<file path="src/rtl/ptmr_pkg.sv">
package ptmr_pkg;
   typedef enum logic [1:0] {
      MODE_TIMER     = 2'd0,
      MODE_PWM       = 2'd1,
      MODE_WDOG      = 2'd2,
      MODE_TIMER_ALT = 2'd3
   } ptmr_mode_e;

   localparam logic [2:0] ADDR_CTRL   = 3'd0;
   localparam logic [2:0] ADDR_PSC    = 3'd1;
   localparam logic [2:0] ADDR_RELOAD = 3'd2;
   localparam logic [2:0] ADDR_CMP    = 3'd3;
   localparam logic [2:0] ADDR_KICK   = 3'd4;
   localparam logic [2:0] ADDR_CLEAR  = 3'd5;

   localparam int CB_EN     = 0;
   localparam int CB_EXT    = 1;
   localparam int CB_MODE   = 2;
   localparam int CB_IRQEN  = 4;
   localparam int CB_OSEL   = 5;
endpackage

</file>
<file path="src/rtl/ptmr_tick_gen.sv">
module ptmr_tick_gen #(
   parameter int PSC_W  = 8,
   parameter int SYNC_N = 2
) (
   input  logic             clk,
   input  logic             rst_n,
   input  logic             enable,
   input  logic             ext_sel,
   input  logic             ext_clk,
   input  logic [PSC_W-1:0] psc,
   input  logic             restart,
   output logic             tick
);
   generate
      if (SYNC_N < 2) begin : g_bad_sync
         $error("ptmr_tick_gen: SYNC_N must be at least 2");
      end
      if (PSC_W < 1) begin : g_bad_psc
         $error("ptmr_tick_gen: PSC_W must be at least 1");
      end
   endgenerate

   logic [SYNC_N:0]   sync_q;
   logic [PSC_W-1:0]  pcnt_q;
   logic              rise;
   logic              event_s;

   always_ff @(posedge clk or negedge rst_n) begin
      if (!rst_n) sync_q <= '0;
      else        sync_q <= {sync_q[SYNC_N-1:0], ext_clk};
   end

   assign rise    = sync_q[SYNC_N-1] & ~sync_q[SYNC_N];
   assign event_s = enable & (ext_sel ? rise : 1'b1);
   assign tick    = event_s & (pcnt_q >= psc);

   always_ff @(posedge clk or negedge rst_n) begin
      if (!rst_n)        pcnt_q <= '0;
      else if (restart)  pcnt_q <= '0;
      else if (event_s)  pcnt_q <= tick ? '0 : pcnt_q + 1'b1;
   end

   AST_PSC_BOUND: assert property (@(posedge clk) disable iff (!rst_n)
      pcnt_q <= psc);
   AST_TICK_NEEDS_EN: assert property (@(posedge clk) disable iff (!rst_n)
      tick |-> enable);
endmodule

</file>
<file path="src/rtl/ptmr_counter.sv">
module ptmr_counter
   import ptmr_pkg::*;
#(
   parameter int CNT_W = 16
) (
   input  logic             clk,
   input  logic             rst_n,
   input  logic             tick,
   input  logic             load,
   input  logic [CNT_W-1:0] load_val,
   input  logic [CNT_W-1:0] reload,
   input  ptmr_mode_e       mode,
   input  logic             clr_exp,
   output logic [CNT_W-1:0] cnt_q,
   output logic             tc_q,
   output logic             tog_q,
   output logic             exp_q
);
   logic tc_set;
   logic is_timer;

   assign is_timer = (mode == MODE_TIMER) || (mode == MODE_TIMER_ALT);
   assign tc_set   = tick & ~load & (cnt_q == '0);

   always_ff @(posedge clk or negedge rst_n) begin
      if (!rst_n) begin
         cnt_q <= '0;
         tc_q  <= 1'b0;
      end else begin
         tc_q <= tc_set;
         if (load)                  cnt_q <= load_val;
         else if (tc_set)           cnt_q <= reload;
         else if (tick)             cnt_q <= cnt_q - 1'b1;
      end
   end

   always_ff @(posedge clk or negedge rst_n) begin
      if (!rst_n) begin
         tog_q <= 1'b0;
         exp_q <= 1'b0;
      end else begin
         if (tc_set && is_timer) tog_q <= ~tog_q;
         if (tc_set && (mode == MODE_WDOG)) exp_q <= 1'b1;
         else if (clr_exp)                  exp_q <= 1'b0;
      end
   end

   AST_TC_RELOAD: assert property (@(posedge clk) disable iff (!rst_n)
      tc_q |-> (cnt_q == reload));
   AST_HOLD_NO_TICK: assert property (@(posedge clk) disable iff (!rst_n)
      (!$past(tick) && !$past(load)) |-> $stable(cnt_q));
   AST_EXP_STICKY: assert property (@(posedge clk) disable iff (!rst_n)
      ($past(exp_q) && !$past(clr_exp)) |-> exp_q);
endmodule

</file>
<file path="src/rtl/ptmr_route.sv">
module ptmr_route
   import ptmr_pkg::*;
#(
   parameter int CNT_W  = 16,
   parameter int N_OUT  = 2,
   parameter int N_IRQ  = 3,
   parameter int OSEL_W = 1,
   parameter int ISEL_W = 2
) (
   input  logic              clk,
   input  logic              rst_n,
   input  ptmr_mode_e        mode,
   input  logic [CNT_W-1:0]  cnt,
   input  logic [CNT_W-1:0]  cmp,
   input  logic              tog,
   input  logic              expired,
   input  logic              tc,
   input  logic              irq_en,
   input  logic [OSEL_W-1:0] osel,
   input  logic [ISEL_W-1:0] isel,
   output logic [N_OUT-1:0]  tmr_out,
   output logic [N_IRQ-1:0]  irq
);
   logic level;

   always_comb begin
      unique case (mode)
         MODE_PWM:  level = (cnt > cmp);
         MODE_WDOG: level = expired;
         default:   level = tog;
      endcase
   end

   generate
      for (genvar i = 0; i < N_OUT; i++) begin : g_pin
         assign tmr_out[i] = level & (osel == OSEL_W'(i));
      end
      for (genvar j = 0; j < N_IRQ; j++) begin : g_irq
         assign irq[j] = tc & irq_en & (isel == ISEL_W'(j));
      end
   endgenerate

   AST_IRQ_ONEHOT: assert property (@(posedge clk) disable iff (!rst_n)
      $onehot0(irq));
   AST_IRQ_NEEDS_TC: assert property (@(posedge clk) disable iff (!rst_n)
      (|irq) |-> tc);
   AST_PIN_ONEHOT: assert property (@(posedge clk) disable iff (!rst_n)
      $onehot0(tmr_out));
endmodule

</file>
<file path="src/rtl/ptmr_top.sv">
module ptmr_top
   import ptmr_pkg::*;
#(
   parameter int CNT_W  = 16,
   parameter int PSC_W  = 8,
   parameter int N_OUT  = 2,
   parameter int N_IRQ  = 3,
   parameter int SYNC_N = 2
) (
   input  logic             clk,
   input  logic             rst_n,
   input  logic             wr_en,
   input  logic [2:0]       wr_addr,
   input  logic [CNT_W-1:0] wr_data,
   input  logic             ext_clk,
   output logic [CNT_W-1:0] count,
   output logic [N_OUT-1:0] tmr_out,
   output logic [N_IRQ-1:0] irq,
   output logic             wdt_expired
);
   localparam int OSEL_W  = (N_OUT > 1) ? $clog2(N_OUT) : 1;
   localparam int ISEL_W  = $clog2(N_IRQ + 1);
   localparam int CB_ISEL = CB_OSEL + OSEL_W;
   localparam int CTRL_W  = CB_ISEL + ISEL_W;

   generate
      if (CTRL_W > CNT_W) begin : g_bad_ctrl
         $error("ptmr_top: control fields do not fit the data width");
      end
      if (PSC_W > CNT_W) begin : g_bad_pscw
         $error("ptmr_top: PSC_W must not exceed CNT_W");
      end
      if (N_OUT < 1 || N_IRQ < 1) begin : g_bad_route
         $error("ptmr_top: at least one pin and one interrupt line needed");
      end
   endgenerate

   logic [CTRL_W-1:0] ctrl_q;
   logic [PSC_W-1:0]  psc_q;
   logic [CNT_W-1:0]  reload_q;
   logic [CNT_W-1:0]  cmp_q;

   logic wr_ctrl, wr_psc, wr_reload, wr_cmp, wr_kick, wr_clear;
   assign wr_ctrl   = wr_en && (wr_addr == ADDR_CTRL);
   assign wr_psc    = wr_en && (wr_addr == ADDR_PSC);
   assign wr_reload = wr_en && (wr_addr == ADDR_RELOAD);
   assign wr_cmp    = wr_en && (wr_addr == ADDR_CMP);
   assign wr_kick   = wr_en && (wr_addr == ADDR_KICK);
   assign wr_clear  = wr_en && (wr_addr == ADDR_CLEAR) && wr_data[0];

   always_ff @(posedge clk or negedge rst_n) begin
      if (!rst_n) begin
         ctrl_q   <= '0;
         psc_q    <= '0;
         reload_q <= '0;
         cmp_q    <= '0;
      end else begin
         if (wr_ctrl)   ctrl_q   <= wr_data[CTRL_W-1:0];
         if (wr_psc)    psc_q    <= wr_data[PSC_W-1:0];
         if (wr_reload) reload_q <= wr_data;
         if (wr_cmp)    cmp_q    <= wr_data;
      end
   end

   ptmr_mode_e        mode;
   logic              load;
   logic [CNT_W-1:0]  load_val;
   logic              tick;
   logic [CNT_W-1:0]  cnt;
   logic              tc, tog, expired;

   assign mode     = ptmr_mode_e'(ctrl_q[CB_MODE +: 2]);
   assign load     = wr_reload | wr_kick;
   assign load_val = wr_reload ? wr_data : reload_q;

   ptmr_tick_gen #(.PSC_W(PSC_W), .SYNC_N(SYNC_N)) u_tick (
      .clk     (clk),
      .rst_n   (rst_n),
      .enable  (ctrl_q[CB_EN]),
      .ext_sel (ctrl_q[CB_EXT]),
      .ext_clk (ext_clk),
      .psc     (psc_q),
      .restart (wr_psc | load),
      .tick    (tick)
   );

   ptmr_counter #(.CNT_W(CNT_W)) u_cnt (
      .clk      (clk),
      .rst_n    (rst_n),
      .tick     (tick),
      .load     (load),
      .load_val (load_val),
      .reload   (reload_q),
      .mode     (mode),
      .clr_exp  (wr_clear),
      .cnt_q    (cnt),
      .tc_q     (tc),
      .tog_q    (tog),
      .exp_q    (expired)
   );

   ptmr_route #(
      .CNT_W(CNT_W), .N_OUT(N_OUT), .N_IRQ(N_IRQ),
      .OSEL_W(OSEL_W), .ISEL_W(ISEL_W)
   ) u_route (
      .clk     (clk),
      .rst_n   (rst_n),
      .mode    (mode),
      .cnt     (cnt),
      .cmp     (cmp_q),
      .tog     (tog),
      .expired (expired),
      .tc      (tc),
      .irq_en  (ctrl_q[CB_IRQEN]),
      .osel    (ctrl_q[CB_OSEL +: OSEL_W]),
      .isel    (ctrl_q[CB_ISEL +: ISEL_W]),
      .tmr_out (tmr_out),
      .irq     (irq)
   );

   assign count       = cnt;
   assign wdt_expired = expired;

   AST_KICK_RELOADS: assert property (@(posedge clk) disable iff (!rst_n)
      $past(wr_kick) |-> (count == $past(reload_q)));
endmodule

</file>
<file path="config.mk">
export PLATFORM = sky130hd
export DESIGN_NAME = ptmr_top
export DESIGN_NICKNAME = d
export VERILOG_FILES = /design/src/rtl/ptmr_pkg.sv /design/src/rtl/ptmr_tick_gen.sv /design/src/rtl/ptmr_counter.sv /design/src/rtl/ptmr_route.sv /design/src/rtl/ptmr_top.sv
export SDC_FILE = /design/constraint.sdc
export NUM_CORES = 1
export LEC_CHECK = 0
export ABC_AREA = 1
export BUFFER_PORTS_ARGS = -buffer_cell sky130_fd_sc_hd__buf_2
export CAP_MARGIN = 25
export CORE_MARGIN = 2
export CORE_UTILIZATION = 30
export CTS_CLUSTER_SIZE = 28
export DETAILED_ROUTE_END_ITERATION = 16
export PLACE_DENSITY = 0.45
export RECOVER_POWER = 50
export SYNTH_ARGS = -nofsm -noshare
export SYNTH_HDL_FRONTEND = slang
export SYNTH_HIERARCHICAL = 1
export SYNTH_SLANG_ARGS = --single-unit
</file>
<file path="constraint.sdc">
create_clock -name clk -period 4.5 [get_ports clk]
set_clock_uncertainty 0.1 [all_clocks]
set_input_delay 0.225 -clock clk [delete_from_list [all_inputs] [get_ports clk]]
set_output_delay 0.225 -clock clk [all_outputs]
set_load 0.01 [all_outputs]
</file>
# After elaboration in Yosys (flattened, before gate mapping)
# Cells that the tools add are included.
word_totals:
  ff_bits: 78
  rom_bits: 0
  word_cells: 69
  in_bits: 23
  mem_count: 0
  ramBits: 0
  latch_bits: 0
classes:
  reduce_logical: 17
  div: 0
  muxes: 11
  bitwise: 17
  n_lt_le_gt_ge: 2
  eq_ne: 10
  n_shift: 0
  add_sub_neg: 2
  n_mul: 0
op_table:
  columns: ["cell", "count"]
  rows:
  - ["2-to-1 mux 16 bit", 4]
  - ["2-to-1 mux 8 bit", 3]
  - ["> comparator 16 bit", 1]
  - ["logical NOT 16 bit", 1]
  - ["subtractor 16 x 1 -> 16 bit, second input constant", 1]
  - ["AND 1 bit", 11]
  - ["logical AND 1 bit", 9]
  - ["adder 8 x 1 -> 8 bit, second input constant", 1]
  - [">= comparator 8 bit", 1]
  - ["equality test 2 bit, second input constant", 3]
  - ["equality test 3 x 2 -> 1 bit, second input constant", 2]
  - ["equality test 3 bit, second input constant", 2]
  - ["equality test 2 x 1 -> 1 bit, second input constant", 2]
  - ["logical NOT 2 bit", 2]
  - ["NOT 1 bit", 4]
  - ["nonzero test 2 bit", 2]
  - ["equality test 3 x 1 -> 1 bit, second input constant", 1]
  - ["logical NOT 3 bit", 1]
  - ["2-to-1 mux 1 bit", 3]
  - ["nonzero test 3 bit", 1]
  - ["OR 1 bit", 2]
  - ["case mux 1 bit (2 select lines)", 1]
  - ["logical OR 1 bit", 1]

# Depth between registers and ports, before layout
# Gate-level depths: netlist of run 1.
logic_depth:
  word_depth: 9
  ltp_mapped: 18
  mapped_depth_nobuf: 18

# By module
# The synthesis of run 1 kept the hierarchy.
by_module_without_submodules:
  columns: ["mod", "cells_per_inst", "instances", "area_per_inst_um2", "seq_area_each_um2"]
  rows:
  - ["ptmr_top", 222, 1, 1966.9, 1201.2]
  - ["ptmr_counter", 191, 1, 1406.3, 475.5]
  - ["ptmr_tick_gen", 109, 1, 825.8, 275.3]
  - ["ptmr_route", 91, 1, 528.0, 0.0]

# Worst setup path after synthesis of run 1
# No wires, ideal clock.
synth_timing:
  path_type: "register to register"
  start: "register u_tick.pcnt_q[3]"
  end: "register u_cnt.cnt_q[0]"
  path_slack_ps: 2298
  t_arrival_ps: 1981
  synth_period_minus_slack_ps: 2202
  setup_time_ps: 122
  path_stages_with_launch: 14
  path_cell_list: "dfrtp_1 ha_1 nand2_1 inv_1 nand3_1 nor3_4 o21ai_0 inv_1 nand2_4 nor2_4 nand3_4 buf_6 o211ai_2 nand2_1"
synth_via:
  elab_chain_cells: 6
  word_cells_on_any_way: 7
  classes_between: "order compare (1); mux (2); bitwise (3); reduce/logical (1)"
synth_rtl:
  columns: ["element", "line", "source"]
  rows:
  - ["from (decl)", "ptmr_tick_gen.sv:24", "logic [PSC_W-1:0] pcnt_q;"]
  - ["from (signal assigned)", "ptmr_tick_gen.sv:40", "else if (event_s) pcnt_q <= tick ? '0 : pcnt_q + 1'b1;"]
  - [">= comparator 8 bit (*)", "ptmr_tick_gen.sv:35", "assign tick = event_s & (pcnt_q >= psc);"]
  - ["AND 1 bit (*)", "ptmr_tick_gen.sv:35", null]
  - ["via tick", "ptmr_top.sv:68", "logic tick;"]
  - ["AND 1 bit (2 in series)", "ptmr_counter.sv:23", "assign tc_set = tick & ~load & (cnt_q == '0);"]
  - ["2-to-1 mux 16 bit", "ptmr_counter.sv:32", "else if (tc_set) cnt_q <= reload;"]
  - ["2-to-1 mux 16 bit", "ptmr_counter.sv:31", "if (load) cnt_q <= load_val;"]
  - ["to (signal assigned)", "ptmr_counter.sv:31", null]
  - ["to (signal assigned)", "ptmr_counter.sv:32", null]
  - ["to (signal assigned)", "ptmr_counter.sv:33", "else if (tick) cnt_q <= cnt_q - 1'b1;"]
  - ["to (decl)", "ptmr_counter.sv:14", "output logic [CNT_W-1:0] cnt_q,"]
# The timed path passes the listed nets; every way through them passes the cells marked *.
# A chain may end at the register's enable or synchronous reset.

# Worst setup path in the final report of run 1
layout_timing:
  start: "register u_tick.pcnt_q[3]"
  end: "register u_cnt.cnt_q[5]"
layout_via:
  elab_chain_cells: 6
  word_cells_on_any_way: 7
  classes_between: "order compare (1); mux (2); bitwise (3); reduce/logical (1)"
layout_rtl:
  columns: ["element", "line", "source"]
  rows:
  - [">= comparator 8 bit (*)", "ptmr_tick_gen.sv:35", null]
  - ["AND 1 bit (*)", "ptmr_tick_gen.sv:35", null]
  - ["via tick", "ptmr_top.sv:68", null]
  - ["AND 1 bit (*) (2 in series)", "ptmr_counter.sv:23", null]
  - ["via u_cnt.tc_set", "ptmr_counter.sv:19", "logic tc_set;"]
  - ["2-to-1 mux 16 bit", "ptmr_counter.sv:32", null]
  - ["2-to-1 mux 16 bit", "ptmr_counter.sv:31", null]
# Marks and branches as above.

==> impl_metrics.yaml, run 1 <==
clocking:
  post_cts_resize_count: 0
  clk_root_buffer_cell: "sky130_fd_sc_hd__clkbuf_16"
  tritoncts: "done"
  clock_tree.htree_level_count: 3
  clk_buf_depth: 2
  cts.clk_slew.worst_paths_ns: 0.06
  insertion_delay_ns: 0.35
  numClockSinks: 78
  cts-buffers-inserted: 9
  cts_post_setup_buffers_inserted: 0
pwr:
  power.share.clock_pct: 26.3
  power_per_cell_area_nw_per_um2: 562
  share_comb_of_total_power_pct: 37.9
  largest_voltage_drop_on_the_vdd_net_mv: 0.230
  switching_power_mw: 1.28
  p_leak_nw: 2.94
  switching_share_pct: 41.5
  sequentialPowerShare_pct: 35.8
  internal_mw: 1.80
timing:
  timing_max_transition_violations_final: 73
  finalHoldViolCount: 0
  period_share_pct: 64.4
  clock.fmax_ghz: 0.345
  slew-limit-headroom_pct: -37.5
  grt_setup_unrepaired: "no"
  period_minus_slack_ns: 2.90
  timing.final.setup_violations: 0
  max_slew.worst_pin.slew_ns: 2.06
  setup-tns-final_ns: 0
global_route:
  grt_pass1_wl_um: 21800
  grt_util_met3_pct: 3.55
  pin_count_of_the_biggest_net_entering_global_routing: 44
  number_of_antenna_violations_at_the_first_check_in_global_routing: 0
  global_route.overflow_total: 0
  gr-max-usage-layer: "met2"
  gr-usage-met2_pct: 28.0
  first_global_vias: 4109
  grt.total_usage_pct: 17.1
  grt.met1_usage_pct: 22.0
final_layout:
  n_antenna_cell: 0
  finish.instance_area_um2: 5480
  area_delta_synth_final_pct: 15.9
  finish.net_count: 715
  final_cell_mix: "238 x sky130_fd_sc_hd__nand2_1, 78 x sky130_fd_sc_hd__dfrtp_1, 64 x sky130_fd_sc_hd__inv_1"
  final_common_cell: "sky130_fd_sc_hd__nand2_1"
  fraction_of_final_layout_cells_with_drive_strength_greater_than_1_pct: 12.7
logic_synthesis:
  synth_cells: 613
  synth-seq-area-share_pct: 41.3
  syn-cell-area_um2: 4730
  synthesis.area_per_instance_um2: 7.71
  mappedNetlistNets: 665
  yosys_warnings: 6
  synth_cell_types: 33
  synth-seq-cells: 78
placement:
  routabilityCongestion: 0.836
  hpwl_um: 9700
  post_dp_cell_area_um2: 5140
  io_buffers: 44
drt:
  drt-initial-drc-count: 293
  routed_antenna_nets: 0
  avgRoutedWirePerCell_um: 15.2
  num_vias: 4165
  drtPass1Iterations: 5
  detail_route.vias_per_cell: 4.74
  drt_total_wl_um: 13400
  drc: 0
critical_path:
  worstSetupStartpointType: "flip-flop"
  crit_path_max_fanout: 11
  cp.arrival_ns: 3.04
  worst-setup-path-type: "reg -> reg"
  timing.critical_path.required_ns: 4.64
  cp_endpoint_kind: "flip-flop"
floorplan:
  die_area_um2: 16800
  placeableCoreArea_um2: 15300
  fp.dieH_um: 130
  ios: 45
  initial_core_util_pct: 30.9
  die-width_um: 130
  num_rows: 45
flow_run:
  maxCapViolations: 2
min_path:
  holdCritPathClass: "in -> reg"
status:
  failed_checks: "capacitance limit, slew limit"
  status: "finished, violations left"
## stage by stage
step / hold WS (ns) / total power, mW / utilization [%] / instances / setup WS (ns)
floorplan: -0.171 / 1.88 / - / 613 / 2.30
global placement: 0.122 / 2.28 / 33.5 / 858 / 1.59
detailed placement: 0.132 / 2.29 / 33.5 / 858 / 1.50
CTS: 0.00378 / 3.11 / 36.0 / 879 / 1.59
global route: 0.0215 / 3.34 / 35.8 / 879 / 1.32
finish: 0.00312 / 3.08 / 35.8 / 879 / 1.60
## kinds of logic (layout without fill, tap and decap cells)
logic type / Yosys count / count (layout) / synth area share (%)
compound gates: 44 / 44 / 6.86
buf+inv: 78 / 133 / 7.17
simple gates: 375 / 375 / 35.3
flops: 78 / 78 / 41.3
fa+ha+maj: 29 / 29 / 7.68
xor+xnor: 9 / 9 / 1.67
## synthesized netlist by cell type
library cell               instances  area (um2)
sky130_fd_sc_hd__a21boi_4          1        18.8
sky130_fd_sc_hd__a21o_1            2        15.0
sky130_fd_sc_hd__a21oi_1          10        50.1
sky130_fd_sc_hd__a22oi_1          15         113
sky130_fd_sc_hd__and2_2            1        7.51
sky130_fd_sc_hd__buf_2             4        20.0
sky130_fd_sc_hd__buf_4             3        22.5
sky130_fd_sc_hd__buf_6             4        45.0
sky130_fd_sc_hd__clkbuf_1          1        3.75
sky130_fd_sc_hd__dfrtp_1          78        1950
sky130_fd_sc_hd__ha_1             29         363
sky130_fd_sc_hd__inv_1            64         240
sky130_fd_sc_hd__inv_2             2        7.51
sky130_fd_sc_hd__nand2_1         236         886
sky130_fd_sc_hd__nand2_2           5        31.3
sky130_fd_sc_hd__nand2_4           2        22.5
sky130_fd_sc_hd__nand3_1          48         240
sky130_fd_sc_hd__nand3_2           1        10.0
sky130_fd_sc_hd__nand3_4           1        17.5
sky130_fd_sc_hd__nand3b_1          5        37.5
sky130_fd_sc_hd__nand4_1          11        68.8
sky130_fd_sc_hd__nor2_1           43         161
sky130_fd_sc_hd__nor2_2            8        50.1
sky130_fd_sc_hd__nor2_4            8        90.1
sky130_fd_sc_hd__nor3_1            3        15.0
sky130_fd_sc_hd__nor3_2            1        10.0
sky130_fd_sc_hd__nor3_4            1        16.3
sky130_fd_sc_hd__o211ai_2          6        75.1
sky130_fd_sc_hd__o21a_1            1        7.51
sky130_fd_sc_hd__o21ai_0           9        45.0
sky130_fd_sc_hd__or2_2             1        6.26
sky130_fd_sc_hd__xnor2_1           5        43.8
sky130_fd_sc_hd__xor2_1            4        35.0
## power groups by stage
stage	logic [mW]	clock network, mW	registers, mW
2_1_floorplan	0.824	0	1.06
3_3_place_gp	1.16	0	1.12
3_5_place_dp	1.17	0	1.12
4_1_cts	1.18	0.821	1.11
5_1_grt	1.35	0.850	1.13
6_report	1.17	0.811	1.10
## worst max-delay path, stage by stage (launching register included)
cell	delay, ns
sky130_fd_sc_hd__dfrtp_1	0.45
sky130_fd_sc_hd__ha_1	0.32
sky130_fd_sc_hd__nand2_1	0.05
sky130_fd_sc_hd__inv_1	0.06
sky130_fd_sc_hd__nand3_1	0.11
sky130_fd_sc_hd__nor3_4	0.18
sky130_fd_sc_hd__o21ai_0	0.14
sky130_fd_sc_hd__inv_1	0.19
sky130_fd_sc_hd__nand2_4	0.12
sky130_fd_sc_hd__inv_1	0.38
sky130_fd_sc_hd__nand3_1	0.24
sky130_fd_sc_hd__nor2_4	0.22
sky130_fd_sc_hd__nand2_1	0.07
sky130_fd_sc_hd__nand3_1	0.08
sky130_fd_sc_hd__nand2_1	0.05
## per-layer routing
layer	vias up	routed length (um)
li1	2063	-
met1	1981	5970
met2	99	6480
met3	22	565
met4	0	341
met5	-	0
## cell type report
cell class              instances  area [um2]
fillers                      1648        9840
multi-input cells             457        2420
flip-flops and latches         78        1950
repair buffers                 51         268
well taps                     211         264
inverters                      66         248
clock buffers                  10         239
clock inverters                 6        85.1
## registers in the layout, summed over array words and instances, names as in the netlist
name	flops
u_tick/pcnt_q	8
u_cnt/cnt_q	16
u_cnt/tc_q	1
psc_q	8
u_tick/sync_q	3
u_cnt/tog_q	1
ctrl_q	8
cmp_q	16
u_cnt/exp_q	1
reload_q	16
## final timing paths
| check | startpoint | to | slack (ns) | depth (start not counted) |
|---|---|---|---|---|
| max in group asynchronous | rst_n | u_tick/sync_q[2]$_DFF_PN0_ | 1.88 | 3 |
| worst max register to register | u_tick/pcnt_q[3]$_DFFE_PN0P_ | u_cnt/cnt_q[5]$_DFFE_PN0P_ | 1.60 | 14 |
| worst max-delay path | u_tick/pcnt_q[3]$_DFFE_PN0P_ | u_cnt/cnt_q[5]$_DFFE_PN0P_ | 1.60 | 14 |
| worst min register to register | u_tick/sync_q[0]$_DFF_PN0_ | u_tick/sync_q[1]$_DFF_PN0_ | 0.25 | 0 |
| min in group asynchronous | rst_n | u_cnt/cnt_q[14]$_DFFE_PN0P_ | 0.91 | 2 |
| worst min-delay path | wr_data[14] | cmp_q[14]$_DFFE_PN0P_ | 0.003 | 3 |
## what timing repair did
item | 4_1_cts | 5_1_grt
endpoints found under the setup margin | 0 | 0
hold buffers | 5 | 0
endpoints found under the hold margin | 39 | 0
Note: power is estimated with default switching activity, not from simulation.
==> run 2, diff against run 1 <==
PLACE_DENSITY = 0.47   (was 0.45)
clock period = 2.6 ns   (was 4.5 ns; I/O delays follow)
==> impl_metrics.yaml, run 2 (same netlist as run 1, synthesis figures left out) <==
final_layout:
  final_cell_mix: "237 x sky130_fd_sc_hd__nand2_1, 78 x sky130_fd_sc_hd__dfrtp_1, 64 x sky130_fd_sc_hd__inv_1"
  n_antenna_cell: 0
  finish.net_count: 741
  final_cell_count_no_fill: 904
  fraction_of_final_layout_cells_with_drive_strength_greater_than_1_pct: 15.3
  final_standard_cell_utilization_of_the_core_pct: 37.4
  area_delta_synth_final_pct: 21.3
  reg.largest.list: "cmp_q x16, reload_q x16, u_cnt/cnt_q x16"
  final_common_cell: "sky130_fd_sc_hd__nand2_1"
  layout.filler_cells: 1670
  multi_input_area_um2: 2460
  storage_element_area_um2: 1950
critical_path:
  worst-setup-path-type: "reg -> reg"
  worstSetupStartpointType: "flip-flop"
  cp_endpoint_kind: "flip-flop"
  critical_path.slowest_cell: "sky130_fd_sc_hd__dfrtp_1"
  critical_path.cell_chain: "ha_1 -> nand2_1 -> inv_1 -> nand3_1 -> nor3_4 -> o21ai_0 -> inv_1 -> nand2_4 -> nor2_4 -> nand3_2 -> nand2_1 -> nand3_1 -> nand2_1 -> nand2_1"
  crit_path_frequent_cell: "sky130_fd_sc_hd__nand2_1"
  critical-path-top-delay-family: "simple AND/OR/NAND/NOR gates"
  crit_path_max_fanout: 7
  cp_max_stage_delay_ns: 0.43
  cp.buffers_inverters: 2
  cp.arrival_ns: 2.59
  timing.critical_path.required_ns: 2.74
clocking:
  cts.clk_slew.worst_paths_ns: 0.06
  cts-buffers-inserted: 9
  numClockSinks: 78
  tritoncts: "done"
  clk_root_buffer_cell: "sky130_fd_sc_hd__clkbuf_16"
  clock_tree.htree_level_count: 3
  insertion_delay_ns: 0.34
  clk_buf_depth: 2
placement:
  hpwl_um: 9660
  placement.setup.worst_slack_ns: 0.145
  routabilityCongestion: 0.803
  io_buffers: 44
  numPlacedInstances: 868
global_route:
  pin_count_of_the_biggest_net_entering_global_routing: 42
  grt_pass1_wl_um: 22500
  grt.total_usage_pct: 17.5
  global_route.overflow_total: 0
  number_of_antenna_violations_at_the_first_check_in_global_routing: 0
  first_global_vias: 4295
drt:
  detailroute.wirelength.met3_um: 582
  drt-initial-drc-count: 234
  avgRoutedWirePerCell_um: 14.9
  drc: 0
  wirelength_met1_um: 5850
  routed_antenna_nets: 0
  routed.top_layer: "met4"
  drt_total_wl_um: 13500
  detail_route.vias_per_cell: 4.60
  wl_met2_um: 6860
  num_vias: 4154
  drtPass1Iterations: 4
pwr:
  power_per_cell_area_nw_per_um2: 936
  switching_power_mw: 2.17
  share_comb_of_total_power_pct: 39.0
  sequentialPowerShare_pct: 35.0
  internal_mw: 3.19
  p_leak_nw: 3.08
  switching_share_pct: 40.5
  power.share.clock_pct: 25.9
  largest_voltage_drop_on_the_vdd_net_mv: 0.406
  p_total_mw: 5.37
timing:
  slew-limit-headroom_pct: 24.8
  max_slew.worst_pin.slew_ns: 1.13
  period_share_pct: 94.3
  period_minus_slack_ns: 2.45
  setup_slack_ns: 0.148
  finalHoldViolCount: 0
  timing.final.setup_violations: 0
  timing_max_transition_violations_final: 0
  clock.fmax_ghz: 0.408
  grt_setup_unrepaired: "yes"
  fin_hold_ws_ns: 0.105
status:
  status: "finished clean"
min_path:
  holdCritPathClass: "in -> reg"
floorplan:
  die-width_um: 130
  ios: 45
  die_area_um2: 16800
  initial_core_util_pct: 30.9
  num_rows: 45
  fp.dieH_um: 130
  placeableCoreArea_um2: 15300
flow_run:
  maxCapViolations: 0
run 2: cell types whose count changed in the layout (fill, tap and decap cells not counted), moves of 7 or more:
cell | previous run | this run
sky130_fd_sc_hd__dlygate4sd3_1 | 5 | 18
sky130_fd_sc_hd__buf_2 | 33 | 40
sky130_fd_sc_hd__clkbuf_1 | 12 | 5
sky130_fd_sc_hd__buf_4 | 1 | 11
run 2: worst paths after layout:
path | startpoint | end | slack (ns) | cells past startpoint
worst max register to register | u_tick/pcnt_q[2]$_DFFE_PN0P_ | u_cnt/cnt_q[3]$_DFFE_PN0P_ | 0.15 | 14
worst min register to register | u_tick/sync_q[0]$_DFF_PN0_ | u_tick/sync_q[1]$_DFF_PN0_ | 0.27 | 0
max in group asynchronous | rst_n | u_cnt/exp_q$_DFFE_PN0P_ | 0.70 | 3
min in group asynchronous | rst_n | u_cnt/cnt_q[1]$_DFFE_PN0P_ | 0.43 | 2
worst max-delay path | u_tick/pcnt_q[2]$_DFFE_PN0P_ | u_cnt/cnt_q[3]$_DFFE_PN0P_ | 0.15 | 14
worst min-delay path | wr_addr[1] | psc_q[4]$_DFFE_PN0P_ | 0.11 | 4
run 2: cell type report:
| type | instances | share of cell area [%] |
|---|---|---|
| Clock buffer | 11 | 4.41 |
| Clock inverter | 4 | 1.22 |
| Inverter | 66 | 4.32 |
| Multi-Input combinational cell | 459 | 42.9 |
| Sequential cell | 78 | 34.0 |
| Tap cell | 211 | 4.60 |
| Timing Repair Buffer | 75 | 8.49 |
run 2: repair_timing:
| item | 4_1_cts | 5_1_grt |
|---|---|---|
| resized for setup | 0 | 3 |
| hold buffers | 18 | 0 |
| setup endpoints to repair | 0 | 16 |
| endpoints found under the hold margin | 71 | 0 |
| buffers inserted | 0 | 1 |
run 2: power by group through the flow:
stage | sequential [mW] | combinational, mW | clock [mW]
final | 1.88 | 2.10 | 1.39
after global routing | 1.93 | 2.44 | 1.48
after CTS | 1.89 | 2.08 | 1.44
after detailed placement | 1.91 | 2.05 | 0
after global placement | 1.91 | 2.01 | 0
after floorplan | 1.83 | 1.43 | 0
run 2: layer usage:
layer,global-route usage (%),vias to the layer above
li1,-,2126
met1,21.1,1941
met2,31.0,76
met3,4.25,11
met4,5.38,0
met5,0,-
run 2: worst register-to-register path: cells and delay by family, from the launching register on:
family | cells | cell delay, ns
flip-flops | 1 | 0.43
adder cells (fa/ha/maj) | 1 | 0.29
AND/OR/NAND/NOR | 10 | 1.16
buffers and inverters | 2 | 0.23
AO/OA/AOI/OAI | 1 | 0.13
run 2: per-stage QoR:
step / setup TNS (ns) / instance area, um2
finish: 0 / 5730
CTS: 0 / 5720
global route: -0.110 / 5730
detailed placement: 0 / 5210
global placement: 0 / 5210
floorplan: 0 / 4730
